**src/rtl/bmp_pkg.sv**
```systemverilog
// bmp_pkg: shared widths and the output colour type for the bitmap plane.
// Assumes R3G3B2 source colour and an 8-bit-per-channel sink.
package bmp_pkg;
    localparam int SRC_R_W  = 3;
    localparam int SRC_G_W  = 3;
    localparam int SRC_B_W  = 2;
    localparam int SRC_W    = SRC_R_W + SRC_G_W + SRC_B_W;
    localparam int CHAN_W   = 8;

    typedef struct packed {
        logic [CHAN_W-1:0] red;
        logic [CHAN_W-1:0] green;
        logic [CHAN_W-1:0] blue;
    } rgb_t;
endpackage

```
**src/rtl/bmp_addr_gen.sv**
```systemverilog
// bmp_addr_gen: running read address for a line-doubled bitmap.
// Advances on every second active pixel, rewinds one bitmap line after each
// even raster line, clears on vsync. Assumes 2*BMP_W active pixels per line
// and vsync only while active is low.
module bmp_addr_gen #(
    parameter int BMP_W  = 320,
    parameter int BMP_H  = 240,
    parameter int ADDR_W = 17
) (
    input  logic              clk,
    input  logic              rst_n,
    input  logic              active_i,
    input  logic              vsync_i,
    output logic [ADDR_W-1:0] addr_o,
    output logic              in_range_o
);
    localparam int                TOTAL     = BMP_W * BMP_H;
    localparam logic [ADDR_W-1:0] LINE_STEP = ADDR_W'(BMP_W);
    localparam logic [ADDR_W-1:0] ADDR_LAST = '1;
    localparam logic [ADDR_W-1:0] ADDR_END  = ADDR_W'(TOTAL);

    logic [ADDR_W-1:0] addr_q;
    logic              phase_q;     // 1 on the second raster pixel of a pair
    logic              odd_line_q;  // 1 while drawing the repeat of a line
    logic              active_d_q;  // previous active, for line-end detect

    // Address, pixel-pair phase and line parity update.
    always_ff @(posedge clk) begin
        if (!rst_n) begin
            addr_q     <= '0;
            phase_q    <= 1'b0;
            odd_line_q <= 1'b0;
            active_d_q <= 1'b0;
        end else if (vsync_i) begin
            addr_q     <= '0;
            phase_q    <= 1'b0;
            odd_line_q <= 1'b0;
            active_d_q <= 1'b0;
        end else begin
            active_d_q <= active_i;
            if (active_i) begin
                phase_q <= ~phase_q;
                if (phase_q && addr_q != ADDR_LAST) begin
                    addr_q <= addr_q + 1'b1;
                end
            end else if (active_d_q) begin
                phase_q    <= 1'b0;
                odd_line_q <= ~odd_line_q;
                if (!odd_line_q) begin
                    addr_q <= addr_q - LINE_STEP;
                end
            end
        end
    end

    // Range flag for the dark-beyond-end rule.
    always_comb in_range_o = (addr_q < ADDR_END);

    assign addr_o = addr_q;

    assert_vsync_clear_R3: assert property (@(posedge clk) disable iff (!rst_n)
        vsync_i |=> (addr_q == '0));

    assert_hold_blank_R2: assert property (@(posedge clk) disable iff (!rst_n)
        (!active_i && !active_d_q && !vsync_i) |=> $stable(addr_q));

    assert_pair_step_R1: assert property (@(posedge clk) disable iff (!rst_n)
        (active_i && !vsync_i && !phase_q) |=> $stable(addr_q));
endmodule

```
**src/rtl/bmp_chan_expand.sv**
```systemverilog
// bmp_chan_expand: widens one colour channel by repeating its bit pattern,
// MSB first, until OUT_W bits are filled. Purely combinational.
module bmp_chan_expand #(
    parameter int IN_W  = 3,
    parameter int OUT_W = 8
) (
    input  logic [IN_W-1:0]  chan_i,
    output logic [OUT_W-1:0] chan_o
);
    // Each output bit takes the source bit at its position modulo IN_W.
    for (genvar i = 0; i < OUT_W; i++) begin : g_rep
        assign chan_o[OUT_W-1-i] = chan_i[IN_W-1-(i % IN_W)];
    end

    // Extremes must land on full scale.
    always_comb begin
        if (chan_i == '1) assert_full_scale_R5: assert (chan_o == '1);
        if (chan_i == '0) assert_black_R5: assert (chan_o == '0);
    end
endmodule

```
**src/rtl/bmp_color_expand.sv**
```systemverilog
// bmp_color_expand: splits an R3G3B2 word into channels and widens each.
// Assumes red in the top bits, blue in the bottom bits.
module bmp_color_expand
    import bmp_pkg::*;
(
    input  logic [SRC_W-1:0] pix_i,
    output rgb_t             rgb_o
);
    localparam int B_LO = 0;
    localparam int G_LO = SRC_B_W;
    localparam int R_LO = SRC_B_W + SRC_G_W;

    bmp_chan_expand #(.IN_W(SRC_R_W), .OUT_W(CHAN_W)) u_red (
        .chan_i (pix_i[R_LO +: SRC_R_W]),
        .chan_o (rgb_o.red)
    );
    bmp_chan_expand #(.IN_W(SRC_G_W), .OUT_W(CHAN_W)) u_green (
        .chan_i (pix_i[G_LO +: SRC_G_W]),
        .chan_o (rgb_o.green)
    );
    bmp_chan_expand #(.IN_W(SRC_B_W), .OUT_W(CHAN_W)) u_blue (
        .chan_i (pix_i[B_LO +: SRC_B_W]),
        .chan_o (rgb_o.blue)
    );
endmodule

```
**src/rtl/bmp_out_stage.sv**
```systemverilog
// bmp_out_stage: aligns blank and range with the one-cycle memory read and
// forces the colour to black outside the visible, in-range pixels.
module bmp_out_stage
    import bmp_pkg::*;
(
    input  logic clk,
    input  logic rst_n,
    input  logic active_i,
    input  logic in_range_i,
    input  rgb_t color_i,
    output rgb_t rgb_o,
    output logic blank_o
);
    logic active_d_q;
    logic range_d_q;

    // Delay the qualifiers by the read latency.
    always_ff @(posedge clk) begin
        if (!rst_n) begin
            active_d_q <= 1'b0;
            range_d_q  <= 1'b0;
        end else begin
            active_d_q <= active_i;
            range_d_q  <= in_range_i;
        end
    end

    // Gate the colour with the delayed qualifiers.
    always_comb rgb_o = (active_d_q && range_d_q) ? color_i : '0;

    assign blank_o = ~active_d_q;

    assert_blank_on_R8: assert property (@(posedge clk) disable iff (!rst_n)
        !active_i |=> blank_o);

    assert_blank_off_R8: assert property (@(posedge clk) disable iff (!rst_n)
        active_i |=> !blank_o);

    assert_blank_dark_R7: assert property (@(posedge clk) disable iff (!rst_n)
        !active_i |=> (rgb_o == '0));
endmodule

```
**src/rtl/bitmap_plane_top.sv**
```systemverilog
// bitmap_plane_top: line-doubled bitmap renderer. Issues pixel table reads,
// expects data one clock later, and outputs the expanded colour with a
// matching blank flag.
module bitmap_plane_top
    import bmp_pkg::*;
#(
    parameter int BMP_W = 320,
    parameter int BMP_H = 240,
    localparam int ADDR_W = $clog2(BMP_W * BMP_H)
) (
    input  logic              clk,
    input  logic              rst_n,
    input  logic              active,
    input  logic              vsync,
    input  logic [7:0]        rd_data,
    output logic [ADDR_W-1:0] rd_addr,
    output logic [23:0]       rgb,
    output logic              blank
);
    localparam int TOTAL = BMP_W * BMP_H;

    logic in_range;
    rgb_t color;
    rgb_t rgb_s;

    bmp_addr_gen #(.BMP_W(BMP_W), .BMP_H(BMP_H), .ADDR_W(ADDR_W)) u_addr (
        .clk        (clk),
        .rst_n      (rst_n),
        .active_i   (active),
        .vsync_i    (vsync),
        .addr_o     (rd_addr),
        .in_range_o (in_range)
    );

    bmp_color_expand u_expand (
        .pix_i (rd_data),
        .rgb_o (color)
    );

    bmp_out_stage u_out (
        .clk        (clk),
        .rst_n      (rst_n),
        .active_i   (active),
        .in_range_i (in_range),
        .color_i    (color),
        .rgb_o      (rgb_s),
        .blank_o    (blank)
    );

    assign rgb = rgb_s;

    assert_past_end_dark_R9: assert property (@(posedge clk) disable iff (!rst_n)
        (int'(rd_addr) >= TOTAL) |=> (rgb == '0));
endmodule

```
**config.mk**
```make
export PLATFORM = sky130hd
export DESIGN_NAME = bitmap_plane_top
export DESIGN_NICKNAME = d
export VERILOG_FILES = /design/src/rtl/bmp_pkg.sv /design/src/rtl/bmp_addr_gen.sv /design/src/rtl/bmp_chan_expand.sv /design/src/rtl/bmp_color_expand.sv /design/src/rtl/bmp_out_stage.sv /design/src/rtl/bitmap_plane_top.sv
export SDC_FILE = /design/constraint.sdc
export NUM_CORES = 1
export LEC_CHECK = 0
export BUFFER_PORTS_ARGS = -buffer_cell sky130_fd_sc_hd__clkbuf_2
export CORE_MARGIN = 10
export CORE_UTILIZATION = 50
export CTS_BUF_LIST = sky130_fd_sc_hd__clkbuf_4
export DETAILED_ROUTE_END_ITERATION = 10
export GPL_ROUTABILITY_DRIVEN = 0
export PLACE_DENSITY = 0.82
export SYNTH_ARGS = -nofsm -noshare
export SYNTH_HDL_FRONTEND = slang
export SYNTH_SLANG_ARGS = --single-unit
```
**constraint.sdc**
```tcl
create_clock -name clk -period 3.1 [get_ports clk]
set_clock_uncertainty 0.15 [all_clocks]
set_input_delay 0.62 -clock clk [delete_from_list [all_inputs] [get_ports clk]]
set_output_delay 0.62 -clock clk [all_outputs]
set_load 0.1 [all_outputs]
```
==> impl_metrics.toml <==
[outcome]
status = "completed"

[detailed_routing]
detail-route-antenna-nets = 0
vias = 1314
dr.pass1.iters = 4
viasPerCell = 5.59
route.detailed.drc = 0
drt_iter0_markers = 52
wl_per_cell_um = 14.3
wirelength_um = 3370

[final_layout]
multi_input_area_um2 = 781
nFillCells = 252
final_layout_size_suffix_gt1_frac = 0.304
final_core_util = 0.578
nets = 222
antenna_cells = 0
syn_to_final_growth_pct = 12.8
regArea_um2 = 440

[logic_synthesis]
async_reset_ff_frac = 0
yosys.area.top_type = "dfxtp_1"
ys_seq_area_frac = 0.317
synth_most_common_cell = "dfxtp_1"
synth.distinct_cells = 42
synthesis.nets = 185
synth-main-ff-cell = "dfxtp_1"
syn_inst = 169
synth.area.top_cells = "dfxtp_1 (32%), buf_4 (8.6%), and3_1 (4.5%)"
synth_edf_count = 0
yosysWarnings = 0
yosys.area.top_type_share = 0.317
netlist_area_mm2 = 0.00139
ys_top_cells_by_count = "dfxtp_1 (22), buf_4 (16), nor2_1 (12), and3_1 (10), nand2_1 (10)"
synth_seq_cells = 22
avgSynthCellArea_um2 = 8.22

[timing]
fin_crit_sh = 0.821
relSlewSlack = 0.582
period_minus_slack_ns = 2.54
finalSetupViolCount = 0
fin_ws_ns = 0.556
rsz0062_at_grt = "false"
finalMaxSlewViolations = 0
hold_viol_final = 0
tns_ns = 0
worst_pin_slew_ns = 0.626
hold_ws_ns = 0.352
max_freq_mhz = 393

[setup_path]
r2r_start = "u_addr.addr_o[0]"
cp.required_ns = 3.18
cp_max_fo = 8
crit_path_end = "u_addr.addr_o[11]"
r2r_cells = 8
start_kind = "flop"
cp-end-kind = "flop"
rrSetupSlack_ns = 0.56
r2r_end = "u_addr.addr_o[11]"
criticalPathCategory = "reg2reg"
setup.worst_path.start = "u_addr.addr_o[0]"
cp.arrival_ns = 2.63

[global_routing]
grt_start_max_net_pins = 22
grt_pass1_wl_um = 5530
grt-ovfl-total = 0
grt_usage = 0.124
grt_pass1_vias = 1198
grt_antenna_before_repair = 0

[clock_network]
path_clk_slew_ns = 0.11
htreeDepth = 1
cts_buffer_depth = 2
post_cts_buffers = 0
cts_made_buffers = 3
cts_tree = "built"
worst_skew_pair.late_latency_ns = 0.30
holdBufCountCts = 0
cts_sinks = 22
root_buffer = "clkbuf_4"
ctsResizeCount = 0

[die]
die_width_um = 72.7
dieArea_mm2 = 0.00529
core_mm2 = 0.00271
chipHeight_um = 72.7
row_count = 19
pin_count = 54
start_util = 0.512

[place]
numPortBuffers = 53
dpl.hpwl_um = 2680
dpl_worst_slack_ns = 0.598

[power]
p_leak_nw = 0.689
power.density_mw_per_mm2 = 354
max-vdd-ir-drop_mv = 0.243

[flow_run]
drv_cap = 0

[min_path]
holdCritPathClass = "reg2reg"
whs_path_depth = 2
area by class of cell:
| class | instances | share of cell area |
|---|---|---|
| Multi-Input combinational cell | 121 | 0.498 |
| Sequential cell | 22 | 0.281 |
| Timing Repair Buffer | 53 | 0.169 |
| Tap cell | 31 | 0.0248 |
| Clock buffer | 3 | 0.0144 |
| Inverter | 5 | 0.0120 |
metrics by stage:
step | std cells | power, mW | cell area, um^2
final | 235 | 0.554 | 1570
after detailed placement | 232 | 0.434 | 1540
after global routing | 235 | 0.576 | 1570
after CTS | 235 | 0.563 | 1570
after global placement | 232 | 0.434 | 1540
after floorplan | 169 | 0.419 | 1390
worst min-delay path by stage:
stage                                start          endpoint  slack [ns]
after global routing      u_addr.addr_o[1]  u_addr.addr_o[1]        0.40
after global placement    u_addr.addr_o[1]  u_addr.addr_o[1]        0.33
after CTS                 u_addr.addr_o[1]  u_addr.addr_o[1]        0.35
final                     u_addr.addr_o[1]  u_addr.addr_o[1]        0.35
after floorplan             u_addr.phase_q    u_addr.phase_q        0.35
after detailed placement  u_addr.addr_o[1]  u_addr.addr_o[1]        0.34
sequential cells by signal, summed over array words and instances, names as in the netlist:
| name | count |
|---|---|
| u_addr.active_d_q | 1 |
| u_addr.odd_line_q | 1 |
| u_out.range_d_q | 1 |
| u_out.active_d_q | 1 |
| u_addr.phase_q | 1 |
| u_addr.addr_o | 17 |
worst max-delay path, cell delays in order (launching register included):
cell and delay [ns]:
dfxtp_1 0.37, ha_1 0.24, nand4_1 0.20, nor3_1 0.10, ha_1 0.19, and3b_1 0.38
o221ai_2 0.21, or4_1 0.49, a21oi_1 0.15
routing by layer:
| layer | wire, um | up-vias | track usage | part of all wire |
|---|---|---|---|---|
| met2 | 1480 | 59 | 0.200 | 0.44 |
| met1 | 1370 | 584 | 0.134 | 0.41 |
| met5 | 0 | - | 0 | 0 |
| li1 | - | 667 | - | - |
| met4 | 19 | 0 | 0.0443 | 0.0056 |
| met3 | 497 | 4 | 0.0667 | 0.15 |
layout by cell type, fill, tap and decap left out, types with 3 or more instances in the layout:
cell type	netlist	layout
clkbuf_2	0	53
dfxtp_1	22	22
nor2_1	12	12
and3_1	10	10
nand2_1	10	10
nor3_1	9	9
a21oi_1	8	8
o21ai_0	6	6
nand2b_1	6	6
inv_1	5	5
nand4_1	5	5
or3_1	5	5
o21a_1	5	5
nor4_1	5	5
mux2i_1	4	4
ha_1	4	4
and2_1	3	3
nand3_1	3	3
clkbuf_4	0	3
power breakdown:
group	internal, mW	leakage (nW)	switching [mW]
registers	0.287	0.178	0.00597
clock network	0.0454	0.0138	0.0814
logic	0.0264	0.497	0.108
logic make-up (layout without fill, tap and decap cells):
group                      Yosys count  in the layout  share of synthesized area
xor gates and xnor gates             4              4                     0.0252
AOI/OAI and AO/OA                   31             31                      0.155
buffers and inverters               26             61                      0.121
DFF                                 22             22                      0.317
muxes                                4              4                     0.0288
adders and majority gates            4              4                     0.0360
and+or+nand+nor                     78             78                      0.317
Note: power is estimated with default switching activity, not from simulation.
